`config.mk`:
```
export PLATFORM = sky130hd
export DESIGN_NAME = bcd_rtc_core
export DESIGN_NICKNAME = d
export VERILOG_FILES = /design/src/rtl/bcd_rtc_pkg.sv /design/src/rtl/rtc_prescaler.sv /design/src/rtl/rtc_sqw_gen.sv /design/src/rtl/rtc_calendar.sv /design/src/rtl/bcd_rtc_core.sv
export SDC_FILE = /design/constraint.sdc
export NUM_CORES = 1
export LEC_CHECK = 0
export ABC_AREA = 1
export BUFFER_PORTS_ARGS = -buffer_cell sky130_fd_sc_hd__buf_2
export CAP_MARGIN = 20
export CELL_PAD_IN_SITES_DETAIL_PLACEMENT = 1
export CELL_PAD_IN_SITES_GLOBAL_PLACEMENT = 1
export CORE_ASPECT_RATIO = 1.2
export CORE_MARGIN = 2
export CORE_UTILIZATION = 30
export CTS_CLUSTER_SIZE = 14
export DETAILED_ROUTE_END_ITERATION = 12
export HOLD_SLACK_MARGIN = 0.03
export PLACE_DENSITY_LB_ADDON = 0.1
export SLEW_MARGIN = 25
export SYNTH_ARGS = -nofsm -noshare
export SYNTH_HDL_FRONTEND = slang
export SYNTH_SLANG_ARGS = --single-unit
```
`constraint.sdc`:
```
create_clock -name clk_i -period 4.3 [get_ports clk_i]
set_input_delay 0.86 -clock clk_i [delete_from_list [all_inputs] [get_ports clk_i]]
set_output_delay 0.86 -clock clk_i [all_outputs]
set_load 0.1 [all_outputs]
```
`src/rtl/bcd_rtc_pkg.sv`:
```
`timescale 1ns/100ps
package bcd_rtc_pkg;

  localparam logic [2:0] ADDR_SEC  = 3'd0;
  localparam logic [2:0] ADDR_MIN  = 3'd1;
  localparam logic [2:0] ADDR_HR   = 3'd2;
  localparam logic [2:0] ADDR_DOW  = 3'd3;
  localparam logic [2:0] ADDR_DATE = 3'd4;
  localparam logic [2:0] ADDR_MON  = 3'd5;
  localparam logic [2:0] ADDR_YR   = 3'd6;
  localparam logic [2:0] ADDR_CTRL = 3'd7;

  typedef struct packed {
    logic       lvl;
    logic       wave_en;
    logic [1:0] rate;
  } sqw_ctrl_t;

  function automatic logic [7:0] bcd_inc(input logic [7:0] v);
    if (v[3:0] == 4'd9) return {v[7:4] + 4'd1, 4'd0};
    else                return {v[7:4], v[3:0] + 4'd1};
  endfunction

  // decimal value of the BCD year, multiple of 4
  function automatic logic is_leap(input logic [7:0] yr);
    logic [7:0] bin;
    bin = ({4'd0, yr[7:4]} * 8'd10) + {4'd0, yr[3:0]};
    return bin[1:0] == 2'b00;
  endfunction

  function automatic logic [5:0] month_end(input logic [4:0] mon, input logic [7:0] yr);
    case (mon)
      5'h02:                      return is_leap(yr) ? 6'h29 : 6'h28;
      5'h04, 5'h06, 5'h09, 5'h11: return 6'h30;
      default:                    return 6'h31;
    endcase
  endfunction

endpackage

```
`src/rtl/rtc_prescaler.sv`:
```
`timescale 1ns/100ps
module rtc_prescaler #(
  parameter int unsigned DIV_W = 15
) (
  input  logic clk_i,
  input  logic rst_ni,
  input  logic tick_i,
  input  logic run_i,
  input  logic clear_i,
  output logic sec_pulse_o,
  output logic tap_1hz_o,
  output logic tap_div8_o,
  output logic tap_div4_o,
  output logic tick_q_o
);

  localparam logic [DIV_W-1:0] CNT_MAX = '1;

  logic [DIV_W-1:0] cnt_q;
  logic             step;

  assign step = tick_i & run_i;

  always_ff @(posedge clk_i or negedge rst_ni) begin
    if (!rst_ni) begin
      cnt_q    <= '0;
      tick_q_o <= 1'b0;
    end else begin
      tick_q_o <= step;
      if (clear_i)   cnt_q <= '0;
      else if (step) cnt_q <= cnt_q + 1'b1;
    end
  end

  // wrap of the divider is the seconds step; MSB falls on the same edge
  assign sec_pulse_o = step & ~clear_i & (cnt_q == CNT_MAX);
  assign tap_1hz_o   = cnt_q[DIV_W-1];
  assign tap_div8_o  = cnt_q[2];
  assign tap_div4_o  = cnt_q[1];

endmodule

```
`src/rtl/rtc_sqw_gen.sv`:
```
`timescale 1ns/100ps
module rtc_sqw_gen
  import bcd_rtc_pkg::*;
#(
  parameter int unsigned DIV_W = 15
) (
  input  sqw_ctrl_t ctrl_i,
  input  logic      tap_1hz_i,
  input  logic      tap_div8_i,
  input  logic      tap_div4_i,
  input  logic      tick_q_i,
  output logic      sqw_o
);

  localparam int unsigned N_RATES = 4;

  if (DIV_W < 4) begin : g_bad_div
    $error("rtc_sqw_gen: DIV_W must be at least 4");
  end

  logic [N_RATES-1:0] taps;
  assign taps  = {tick_q_i, tap_div4_i, tap_div8_i, tap_1hz_i};
  assign sqw_o = ctrl_i.wave_en ? taps[ctrl_i.rate] : ctrl_i.lvl;

endmodule

```
`src/rtl/rtc_calendar.sv`:
```
`timescale 1ns/100ps
module rtc_calendar
  import bcd_rtc_pkg::*;
(
  input  logic       clk_i,
  input  logic       rst_ni,
  input  logic       sec_pulse_i,
  input  logic       wr_en_i,
  input  logic [2:0] waddr_i,
  input  logic [7:0] wdata_i,
  output logic       halt_o,
  output logic [6:0] sec_o,
  output logic [6:0] min_o,
  output logic [6:0] hr_o,
  output logic [2:0] dow_o,
  output logic [5:0] date_o,
  output logic [4:0] mon_o,
  output logic [7:0] yr_o
);

  logic       halt_q;
  logic [6:0] sec_q, min_q, hr_q;
  logic [2:0] dow_q;
  logic [5:0] date_q;
  logic [4:0] mon_q;
  logic [7:0] yr_q;

  logic [6:0] sec_n, min_n, hr_n;
  logic [2:0] dow_n;
  logic [5:0] date_n;
  logic [4:0] mon_n;
  logic [7:0] yr_n;
  logic       c_min, c_hr, c_day, c_mon, c_yr;
  logic [7:0] t_sec, t_min, t_hr, t_date, t_mon, t_yr;

  always_comb begin
    sec_n  = sec_q;  min_n = min_q; hr_n = hr_q; dow_n = dow_q;
    date_n = date_q; mon_n = mon_q; yr_n = yr_q;
    c_min = 1'b0; c_hr = 1'b0; c_day = 1'b0; c_mon = 1'b0; c_yr = 1'b0;
    t_sec  = bcd_inc({1'b0, sec_q});
    t_min  = bcd_inc({1'b0, min_q});
    t_hr   = hr_q[6] ? bcd_inc({3'b0, hr_q[4:0]}) : bcd_inc({2'b0, hr_q[5:0]});
    t_date = bcd_inc({2'b0, date_q});
    t_mon  = bcd_inc({3'b0, mon_q});
    t_yr   = bcd_inc(yr_q);

    if (sec_pulse_i) begin
      if (sec_q == 7'h59) begin sec_n = 7'h00; c_min = 1'b1; end
      else                      sec_n = t_sec[6:0];
    end

    if (c_min) begin
      if (min_q == 7'h59) begin min_n = 7'h00; c_hr = 1'b1; end
      else                      min_n = t_min[6:0];
    end

    if (c_hr) begin
      if (hr_q[6]) begin
        if (hr_q[4:0] == 5'h12) begin
          hr_n = {1'b1, hr_q[5], 5'h01};
        end else if (hr_q[4:0] == 5'h11) begin
          hr_n  = {1'b1, ~hr_q[5], 5'h12};
          c_day = hr_q[5];            // 11 PM -> 12 AM is midnight
        end else begin
          hr_n = {1'b1, hr_q[5], t_hr[4:0]};
        end
      end else begin
        if (hr_q[5:0] == 6'h23) begin hr_n = 7'h00; c_day = 1'b1; end
        else                          hr_n = {1'b0, t_hr[5:0]};
      end
    end

    if (c_day) begin
      dow_n = (dow_q == 3'd7) ? 3'd1 : dow_q + 3'd1;
      if (date_q == month_end(mon_q, yr_q)) begin date_n = 6'h01; c_mon = 1'b1; end
      else                                         date_n = t_date[5:0];
    end

    if (c_mon) begin
      if (mon_q == 5'h12) begin mon_n = 5'h01; c_yr = 1'b1; end
      else                      mon_n = t_mon[4:0];
    end

    if (c_yr) yr_n = (yr_q == 8'h99) ? 8'h00 : t_yr;
  end

  // write to a field overrides the advance of that field in the same cycle
  always_ff @(posedge clk_i or negedge rst_ni) begin
    if (!rst_ni) begin
      halt_q <= 1'b1;
      sec_q  <= 7'h00; min_q <= 7'h00; hr_q <= 7'h00;
      dow_q  <= 3'd1;  date_q <= 6'h01; mon_q <= 5'h01; yr_q <= 8'h00;
    end else begin
      sec_q  <= sec_n;  min_q <= min_n; hr_q <= hr_n; dow_q <= dow_n;
      date_q <= date_n; mon_q <= mon_n; yr_q <= yr_n;
      if (wr_en_i) begin
        case (waddr_i)
          ADDR_SEC:  begin halt_q <= wdata_i[7]; sec_q <= wdata_i[6:0]; end
          ADDR_MIN:  min_q  <= wdata_i[6:0];
          ADDR_HR:   hr_q   <= wdata_i[6:0];
          ADDR_DOW:  dow_q  <= wdata_i[2:0];
          ADDR_DATE: date_q <= wdata_i[5:0];
          ADDR_MON:  mon_q  <= wdata_i[4:0];
          ADDR_YR:   yr_q   <= wdata_i;
          default: ;
        endcase
      end
    end
  end

  assign halt_o = halt_q;
  assign sec_o  = sec_q;  assign min_o  = min_q; assign hr_o  = hr_q;
  assign dow_o  = dow_q;  assign date_o = date_q;
  assign mon_o  = mon_q;  assign yr_o   = yr_q;

endmodule

```
`src/rtl/bcd_rtc_core.sv`:
```
`timescale 1ns/100ps
module bcd_rtc_core
  import bcd_rtc_pkg::*;
#(
  parameter int unsigned DIV_W = 15
) (
  input  logic       clk_i,
  input  logic       rst_ni,
  input  logic       tick_i,
  input  logic       wr_en_i,
  input  logic [2:0] waddr_i,
  input  logic [7:0] wdata_i,
  input  logic [2:0] raddr_i,
  output logic [7:0] rdata_o,
  output logic       sqw_o
);

  logic       halt;
  logic [6:0] sec, min, hr;
  logic [2:0] dow;
  logic [5:0] date;
  logic [4:0] mon;
  logic [7:0] yr;
  logic       sec_pulse, sec_wr;
  logic       tap_1hz, tap_div8, tap_div4, tick_q;
  sqw_ctrl_t  ctrl_q;

  assign sec_wr = wr_en_i && (waddr_i == ADDR_SEC);

  rtc_prescaler #(.DIV_W(DIV_W)) u_pre (
    .clk_i      (clk_i),
    .rst_ni     (rst_ni),
    .tick_i     (tick_i),
    .run_i      (~halt),
    .clear_i    (sec_wr),
    .sec_pulse_o(sec_pulse),
    .tap_1hz_o  (tap_1hz),
    .tap_div8_o (tap_div8),
    .tap_div4_o (tap_div4),
    .tick_q_o   (tick_q)
  );

  rtc_calendar u_cal (
    .clk_i      (clk_i),
    .rst_ni     (rst_ni),
    .sec_pulse_i(sec_pulse),
    .wr_en_i    (wr_en_i),
    .waddr_i    (waddr_i),
    .wdata_i    (wdata_i),
    .halt_o     (halt),
    .sec_o      (sec),
    .min_o      (min),
    .hr_o       (hr),
    .dow_o      (dow),
    .date_o     (date),
    .mon_o      (mon),
    .yr_o       (yr)
  );

  always_ff @(posedge clk_i or negedge rst_ni) begin
    if (!rst_ni) begin
      ctrl_q <= '{lvl: 1'b0, wave_en: 1'b0, rate: 2'b11};
    end else if (wr_en_i && (waddr_i == ADDR_CTRL)) begin
      ctrl_q.lvl     <= wdata_i[7];
      ctrl_q.wave_en <= wdata_i[4];
      ctrl_q.rate    <= wdata_i[1:0];
    end
  end

  rtc_sqw_gen #(.DIV_W(DIV_W)) u_sqw (
    .ctrl_i    (ctrl_q),
    .tap_1hz_i (tap_1hz),
    .tap_div8_i(tap_div8),
    .tap_div4_i(tap_div4),
    .tick_q_i  (tick_q),
    .sqw_o     (sqw_o)
  );

  always_comb begin
    case (raddr_i)
      ADDR_SEC:  rdata_o = {halt, sec};
      ADDR_MIN:  rdata_o = {1'b0, min};
      ADDR_HR:   rdata_o = {1'b0, hr};
      ADDR_DOW:  rdata_o = {5'b0, dow};
      ADDR_DATE: rdata_o = {2'b0, date};
      ADDR_MON:  rdata_o = {3'b0, mon};
      ADDR_YR:   rdata_o = yr;
      default:   rdata_o = {ctrl_q.lvl, 2'b0, ctrl_q.wave_en, 2'b0, ctrl_q.rate};
    endcase
  end

endmodule

```
Yosys cells after proc, flatten, opt, wreduce, memory -nomap -nowiden
Cells that the tools add are included.
- bits in registers: 64
- word-level logic and storage cells: 140
- output and inout bits: 9
- mux-type cells: 61
- equal/unequal tests: 34
- bitwise operators: 6
- order comparisons: 1
- reductions and logical operators: 8
- multipliers: 1
- add/subtract/negate cells: 16
- operator list (cell ; count):
    $mux W7 ; 15
    $mux W6 ; 11
    $pmux W8 S7 ; 1
    $mux W8 ; 5
    $mux W15 ; 2
    $add A4 B1 Y4 const B ; 7
    $mux W5 ; 5
    $eq A3 B3 Y1 const B ; 8
    $eq A4 B4 Y1 const B ; 6
    $eq A5 B5 Y1 const B ; 4
    $mux W1 ; 16
    $add A15 B1 Y15 const B ; 1
    $eq A15 B15 Y1 const B ; 1
    $eq A7 B7 Y1 const B ; 2
    $eq A3 B2 Y1 const B ; 4
    $mux W3 ; 4
    $pmux W6 S2 ; 1
    $eq A5 B3 Y1 const B ; 2
    $add A3 B1 Y3 const B ; 3
    $eq A8 B8 Y1 const B ; 1
    $eq A3 B1 Y1 const B ; 2
    $eq A6 B6 Y1 ; 1
    $eq A6 B6 Y1 const B ; 1
    $logic_not A3 Y1 ; 2
    other kinds (16) ; 22

Logic depth before layout (Yosys ltp)
Gate-level depths: netlist of run 1.
- depth after elaboration: 16
- depth in mapped cells: 15

By module
A second synthesis of run 1 with hierarchy kept.
- cells, all modules: 702
- area total of the unflattened synthesis: 4829.6 um^2
- modules (own cells, without submodules) (module ; instances ; area each (um^2) ; cells each):
    rtc_calendar ; 1 ; 3170.5 ; 444
    rtc_prescaler ; 1 ; 909.6 ; 116
    bcd_rtc_core ; 1 ; 683.2 ; 125
    rtc_sqw_gen ; 1 ; 66.3 ; 17

Least setup slack after synthesis of run 1
Ideal clock, no wire load.
- path type: input port to output port
- start: input port raddr_i[1]
- end: output port rdata_o[6]
- buffers on the path: 0
- path slack: 4 ps
- arrival time: 3436 ps
- stages on the path: 4
- cell sequence: inv_1 -> nor3_1 -> inv_1 -> o21ai_0
- word-level cells in the longest chain between the ends: 2
- elaborated cells on any way between the ends: 8
- RTL lines (what ; line ; text):
    start, declared ; bcd_rtc_core.sv:13 ; input logic [2:0] raddr_i,
    $eq A3 B3 Y1 (tied with other cells) ; bcd_rtc_core.sv:80 ; case (raddr_i)
    $pmux W8 S7 (*) ; bcd_rtc_core.sv:80 ;
    end, declared ; bcd_rtc_core.sv:14 ; output logic [7:0] rdata_o,
Every way passes the cells marked *; elsewhere a longest branch is shown, timed or not.

Final worst setup path of run 1
- start: input port raddr_i[0]
- end: output port rdata_o[6]
Same word-level chain as after synthesis.

==> results of run 1 <==
-- kinds of logic (layout without fill, tap and decap cells) --
group | after synthesis | in the layout
simple gates | 287 | 287
compound gates | 137 | 137
buf+inv | 133 | 170
flops | 64 | 64
fa+ha+maj | 20 | 20
xor+xnor | 9 | 9
mux | 1 | 1
-- Yosys cell counts --
library cell,instances
inv_1,116
a21oi_1,37
a31o_2,1
o211ai_1,9
dfstp_2,6
nand4_2,1
nand2_1,125
o22ai_1,21
nor4_1,1
nor2_8,1
nand4_1,12
xnor2_1,2
mux2_2,1
ha_1,20
nor3_1,12
nand3b_1,1
inv_2,11
o221a_2,1
xor2_1,7
nor3b_1,1
dfrtp_1,58
nand3_2,4
nor2_1,59
nand2_2,3
a31oi_1,4
a21boi_0,1
o2111ai_1,1
a221oi_1,3
o221ai_1,3
o21ai_0,38
clkbuf_1,4
buf_6,1
or2_2,1
nand3_1,51
nor2_4,5
nor2_2,9
o21ai_1,9
a22oi_1,5
buf_4,1
nand3_4,1
a211oi_1,3
a22o_1,1
-- registers in the layout, summed over array words and instances, names as in the netlist, 3 cells and up --
register,flops
u_cal.sec_o,7
u_cal.yr_o,8
ctrl_q,4
u_cal.hr_o,7
u_cal.date_o,6
u_pre.cnt_q,15
u_cal.mon_o,5
u_cal.min_o,7
u_cal.dow_o,3
-- how the worst max path moves through the flow --
stage	from	endpoint	cells past startpoint
final	raddr_i[0]	rdata_o[6]	8
after global routing	raddr_i[0]	rdata_o[6]	8
after CTS	raddr_i[0]	rdata_o[6]	8
after detailed placement	raddr_i[0]	rdata_o[6]	8
after global placement	raddr_i[0]	rdata_o[6]	8
after floorplan	raddr_i[1]	rdata_o[6]	4
-- report_power, final --
group	total (W)	leakage [nW]	internal, W	switching [W]
combinational	0.000737	1.64	0.000222	0.000514
clock	0.000994	0.186	0.000686	0.000307
sequential	0.000862	0.760	0.000724	0.000138
total	0.00259	2.59	0.00163	0.000960
-- cell usage in the layout, fill, tap and decap left out, types with 2 or more instances in the layout --
master / n
nand2_1: 125
inv_1: 116
nor2_1: 59
dfrtp_1: 58
nand3_1: 51
o21ai_0: 38
a21oi_1: 37
buf_2: 26
o22ai_1: 21
ha_1: 20
nand4_1: 12
nor3_1: 11
inv_2: 11
o211ai_1: 9
nor2_2: 9
o21ai_1: 9
clkbuf_16: 9
xor2_1: 7
dfstp_2: 6
nor2_4: 5
a22oi_1: 5
bufinv_16: 5
nand3_2: 4
a31oi_1: 4
nand2_2: 3
a211oi_1: 3
a221oi_1: 3
o221ai_1: 3
xnor2_1: 2
-- per-layer routing --
metal  vias to the layer above  part of all wire
met3                        30             0.022
met1                      2235              0.45
met2                        51              0.49
li1                       2216                 -
met5                         -                 0
met4                         0             0.040
-- per-stage QoR --
stage,util,instance area (um^2)
6_report,0.357,5350
5_1_grt,0.357,5350
4_1_cts,0.357,5340
3_5_place_dp,0.331,4950
3_3_place_gp,0.331,4950
2_1_floorplan,-,4590
-- cell type report --
| class | count | area, um^2 | share of cell area |
|---|---|---|---|
| Clock buffer | 9 | 225 | 0.0421 |
| Clock inverter | 7 | 166 | 0.0311 |
| Inverter | 127 | 477 | 0.0891 |
| Multi-Input combinational cell | 454 | 2480 | 0.463 |
| Sequential cell | 64 | 1610 | 0.301 |
| Tap cell | 204 | 255 | 0.0477 |
| Timing Repair Buffer | 27 | 138 | 0.0257 |
-- critical path: cells and delay by family --
kind / cells / cell delay (ps)
AOI/OAI and AO/OA: 3 / 410
buffers and inverters: 4 / 840
and+or+nand+nor: 1 / 330
==> metrics.txt, run 1 <==
result of the run finished, final reports clean; number of routed nets with antenna violations 0; cts repair resizes 0; Final HPWL DP 12.4 mm; fraction of layout instances using a drive strength above 1 0.129; setup bufs post-CTS 0; number of hold-repair buffers added at the cts stage 0; cell count after synthesis 651; xor and xnor area share after synthesis 0.0172; Reg2Reg Capture Point u_cal.yr_o[0]; initial cell density of the core 0.307; synthesized-area fraction occupied by ao, oa, aoi and oai cells 0.175; first-pass GRT wire length 25.7 mm; Clk Tree Root Cell clkbuf_16; transition time at the pin with the least slew margin 842 ps; critical path type input port to primary output; number of buffers inserted by port buffering 26; maximum resistive drop on vdd 0.154 mV; reg2reg path depth 11; final wirelength 16.0 mm; worst hold path stage count 2; non-filler cells in the finished layout 892; Netlist cell types 42; signal arrival time at the worst endpoint 2450 ps; ranking of synthesized cells by area dfrtp_1, nand2_1, inv_1; hold path startpoint u_cal.halt_o; startpoint of the worst register-to-register path u_cal.min_o[1]; final slew viol count 0; most area-hungry cell type in the Yosys netlist dfrtp_1; number of buffers between clock root and the deepest sink 2; met2 Track Usage GR 0.336; unrepaired setup endpoints after global routing false; CTS H-Tree Depth 3; clock-pin slew on the worst setup and hold paths 60 ps; maximum fanout along the worst path 5; Die Y 140 um; insertion delay to the later sink of the worst-skew pair 340 ps; post-synthesis sequential element count 64; largest net degree at the start of global routing 40; headroom to the max-slew limit 0.437; row count 49; total inserted antenna cells 0; final-report hold violation count 0; period utilisation layout 0.771; fill cell total of the finished layout 1938; chip width 117 um; Synth Area in Simple Gates 0.290; Tightest Hold Check Type flop to flop; number of detailed-routing iterations run before antenna repair 4; worst min-delay path endpoint u_cal.halt_o; Total Die Area approximately 16000 um^2; layout net count 721; ordered list of cells on the worst path buf_2, inv_1, nor3_1, inv_1, o22ai_1, a21oi_1, o21ai_0, buf_2; total global-route track usage 0.208; count of endpoints failing setup in the final report 0; Via Count 4532; maxcap violations 0; remaining global-route overflow 0; worst setup slack after layout 986 ps; CTS tree done; number of global-route vias before repair ~4800; average vias per placed instance 5.08; leakage approximately 2.6 nW; met1 track demand over resource 0.267; placeable core area 15000 um^2; Synth Area per Inst 7.05 um^2; Startpoint Class input port; Inserted Clock Buffers 9; Min Hold Slack 507 ps; max incr delay on CP 470 ps; minimum clock period after layout 3310 ps; slowest cell on the critical path buf_2; number of nets produced by synthesis 689; Clock Sink Count 64; r2r setup slk 1800 ps; top cell type's share of synthesized area 0.316; Syn Std Cell Area 4590 um^2; wire length per cell after detailed routing 18.0 um; post-detailed-route DRC marker count 0; IO Count 27; First DRT Iteration DRCs 256; combinational family with the most area after synthesis simple AND/OR/NAND/NOR gates; Syn-to-layout area delta 16.5%; setup TNS after final layout 0 ps; adder-cell share of the synthesized area 0.0545; multiplexer share of the synthesized area 0.00245; total power draw ~0.0026 W; met3 capacity usage during global routing 0.0279; most heavily used metal layer in global routing met2; Clock Skews about 7.0 ps; Placer Congestion 0.883; number of antenna violations at the first check in global routing 0; worst endpoint required time 3440 ps; Achievable Freq 0.302 GHz; post-synthesis sequential area ratio 0.350; Synth warnings 0; pwr dens 485 nW/um^2; capturing element type of the critical path primary output; post-placement setup slack between 900 and 1000 ps; placed cells 876
Note: power is estimated with default switching activity, not from simulation.
==> run 2: changes to the inputs <==
==> constraint.sdc (replaced) <==
create_clock -name clk_i -period 3.5 [get_ports clk_i]
set_input_delay 0.7 -clock clk_i [delete_from_list [all_inputs] [get_ports clk_i]]
set_output_delay 0.7 -clock clk_i [all_outputs]
set_load 0.1 [all_outputs]
==> run 2 against run 1 <==
Via count shrank 1.1%. Setup slack got worse by 490 ps. Final cell count rose by 0.34%. Die area stayed put. Register-to-register slack worse by 720 ps. Highest routed layer unchanged. Sequential cell count unchanged.
==> metrics.txt, run 2 (synthesized netlist as in run 1, its figures left out) <==
layout net count 724 (+0.42%); Achievable Freq 0.333 GHz; insertion delay to the later sink of the worst-skew pair 340 ps (about the same); largest register by flop count u_pre.cnt_q; Switching Fraction 0.401 (+0.0307); fraction of layout instances using a drive strength above 1 0.130 (+0.000886); pwr dens 548 nW/um^2 (+13%); First DRT Iteration DRCs 243 (-5.1%); final slew viol count 0 (unchanged); Clk Tree Root Cell clkbuf_16; final-report hold violation count 0 (unchanged); IO Count 27 (unchanged); critical path type input port to primary output; maximum resistive drop on vdd 0.249 mV (+62%); reported net switching power 0.00116 W (+21%); post-detailed-route DRC marker count 0 (unchanged); unrepaired setup endpoints after global routing false; power share of the clock group 0.319 (-0.064); Via Count 4483 (-1.1%); final wirelength 16.1 mm (+0.56%); chip width 117 um (unchanged); Inserted Clock Buffers 9 (unchanged); headroom to the max-slew limit 0.448 (+0.0111); average vias per placed instance 5.01 (-1.4%); minimum clock period after layout 3010 ps; row count 49 (unchanged); signal arrival time at the worst endpoint 2310 ps (-140 ps); clock-pin slew on the worst setup and hold paths 60 ps (about the same); number of buffers between clock root and the deepest sink 2 (unchanged); number of detailed-routing iterations run before antenna repair 4 (unchanged); Die Y 140 um (unchanged); Clock Sink Count 64 (unchanged); placeable core area 15000 um^2 (unchanged); count of endpoints failing setup in the final report 0 (unchanged); setup TNS after final layout 0 ps (unchanged); internal portion of total power 0.00173 W (+6.0%); leakage 2.56 nW (-0.98%); period utilisation layout 0.859; result of the run finished, final reports clean; largest net degree at the start of global routing 31 (-23%); first-pass GRT wire length 25.9 mm (+0.89%); cts repair resizes 0 (unchanged); Total Die Area 16300 um^2 (unchanged); number of hold-repair buffers added at the cts stage 0 (unchanged); maximum fanout along the worst path 5 (unchanged); setup bufs post-CTS 0 (unchanged); number of antenna violations at the first check in global routing 0 (unchanged); capturing element type of the critical path primary output; proportion of power drawn by flip-flops and latches 0.370 (+0.038); total global-route track usage 0.210 (+0.00284); CTS tree done; worst endpoint required time 2800 ps (-640 ps); initial cell density of the core 0.307 (unchanged); transition time at the pin with the least slew margin 825 ps (-16.6 ps); relative contribution of combinational cells to total power 0.312 (+0.028); total inserted antenna cells 0 (unchanged); Clock Skews 8.56 ps (+1.56 ps); maxcap violations 0 (unchanged); CTS H-Tree Depth 3 (unchanged); Syn-to-layout area delta 14.8%; Placer Congestion 0.892 (+1.0%); Min Hold Slack 282 ps (-226 ps); top library cells by usage in the layout, fill and taps aside nand2_1, inv_1, nor2_1, dfrtp_1, nand3_1; number of routed nets with antenna violations 0 (unchanged); number of buffers inserted by port buffering 26 (unchanged); Tightest Hold Check Type input port to asynchronous set/reset pin; Startpoint Class input port; most common cell after layout, fill and taps aside nand2_1; remaining global-route overflow 0 (unchanged); number of global-route vias before repair 4776 (-0.063%); Final HPWL DP 12.7 mm (+2.5%); wire length per cell after detailed routing 18.0 um (+0.22%); number of flip-flops under the largest register name 15 (unchanged)
run 2: power groups by stage:
stage	combinational (W)	clock, W	sequential, W
2_1_floorplan	0.000678	0	0.00101
3_3_place_gp	0.000886	0	0.00108
3_5_place_dp	0.000902	0	0.00108
4_1_cts	0.000908	0.000942	0.00107
5_1_grt	0.00101	0.000978	0.00109
6_report	0.000900	0.000920	0.00107
run 2: routing by layer:
| layer | vias to the layer above | GRT usage | wire length [um] |
|---|---|---|---|
| met5 | - | 0 | 0 |
| met4 | 0 | 0.0774 | 380 |
| met1 | 2194 | 0.267 | 7340 |
| met3 | 20 | 0.0257 | 293 |
| li1 | 2230 | - | - |
| met2 | 39 | 0.361 | 8100 |
run 2: path summary, 6_finish.rpt:
path                                startpoint               to  slack, ps  cells past startpoint
worst max-delay path                raddr_i[0]       rdata_o[6]        490                      8
worst min-delay path                    rst_ni  u_cal.date_o[2]        280                      1
worst min register to register    u_cal.halt_o     u_cal.halt_o        500                      2
max in group asynchronous               rst_ni     u_cal.halt_o       2420                      2
worst max register to register  u_cal.min_o[1]    u_cal.yr_o[0]       1080                     11
min in group clk_i                u_cal.halt_o     u_cal.halt_o        500                      2
run 2: cell type report:
class	count	area [um^2]
clock buffer	12	246
multi-input combinational	454	2480
tap	204	255
clock inverter	4	45.0
inverter	127	477
fill	1913	9690
timing repair buffer	30	160
sequential	64	1610
run 2: stage by stage:
step           cells  utilization  total power (W)  worst slack [ps]  area (um^2)
4_1_cts          895        0.352          0.00292               529         5270
2_1_floorplan    651            -          0.00169              79.0         4590
3_3_place_gp     879        0.332          0.00196               583         4970
3_5_place_dp     879        0.332          0.00198               526         4970
6_report         895        0.352          0.00289               494         5270
5_1_grt          895        0.352          0.00308               356         5270
run 2: worst max-delay path, stage by stage:
cell and delay (ps):
buf_2 120, inv_1 80, nor3_1 360, inv_1 200, o22ai_1 180, a21oi_1 70
o21ai_1 120, buf_2 460
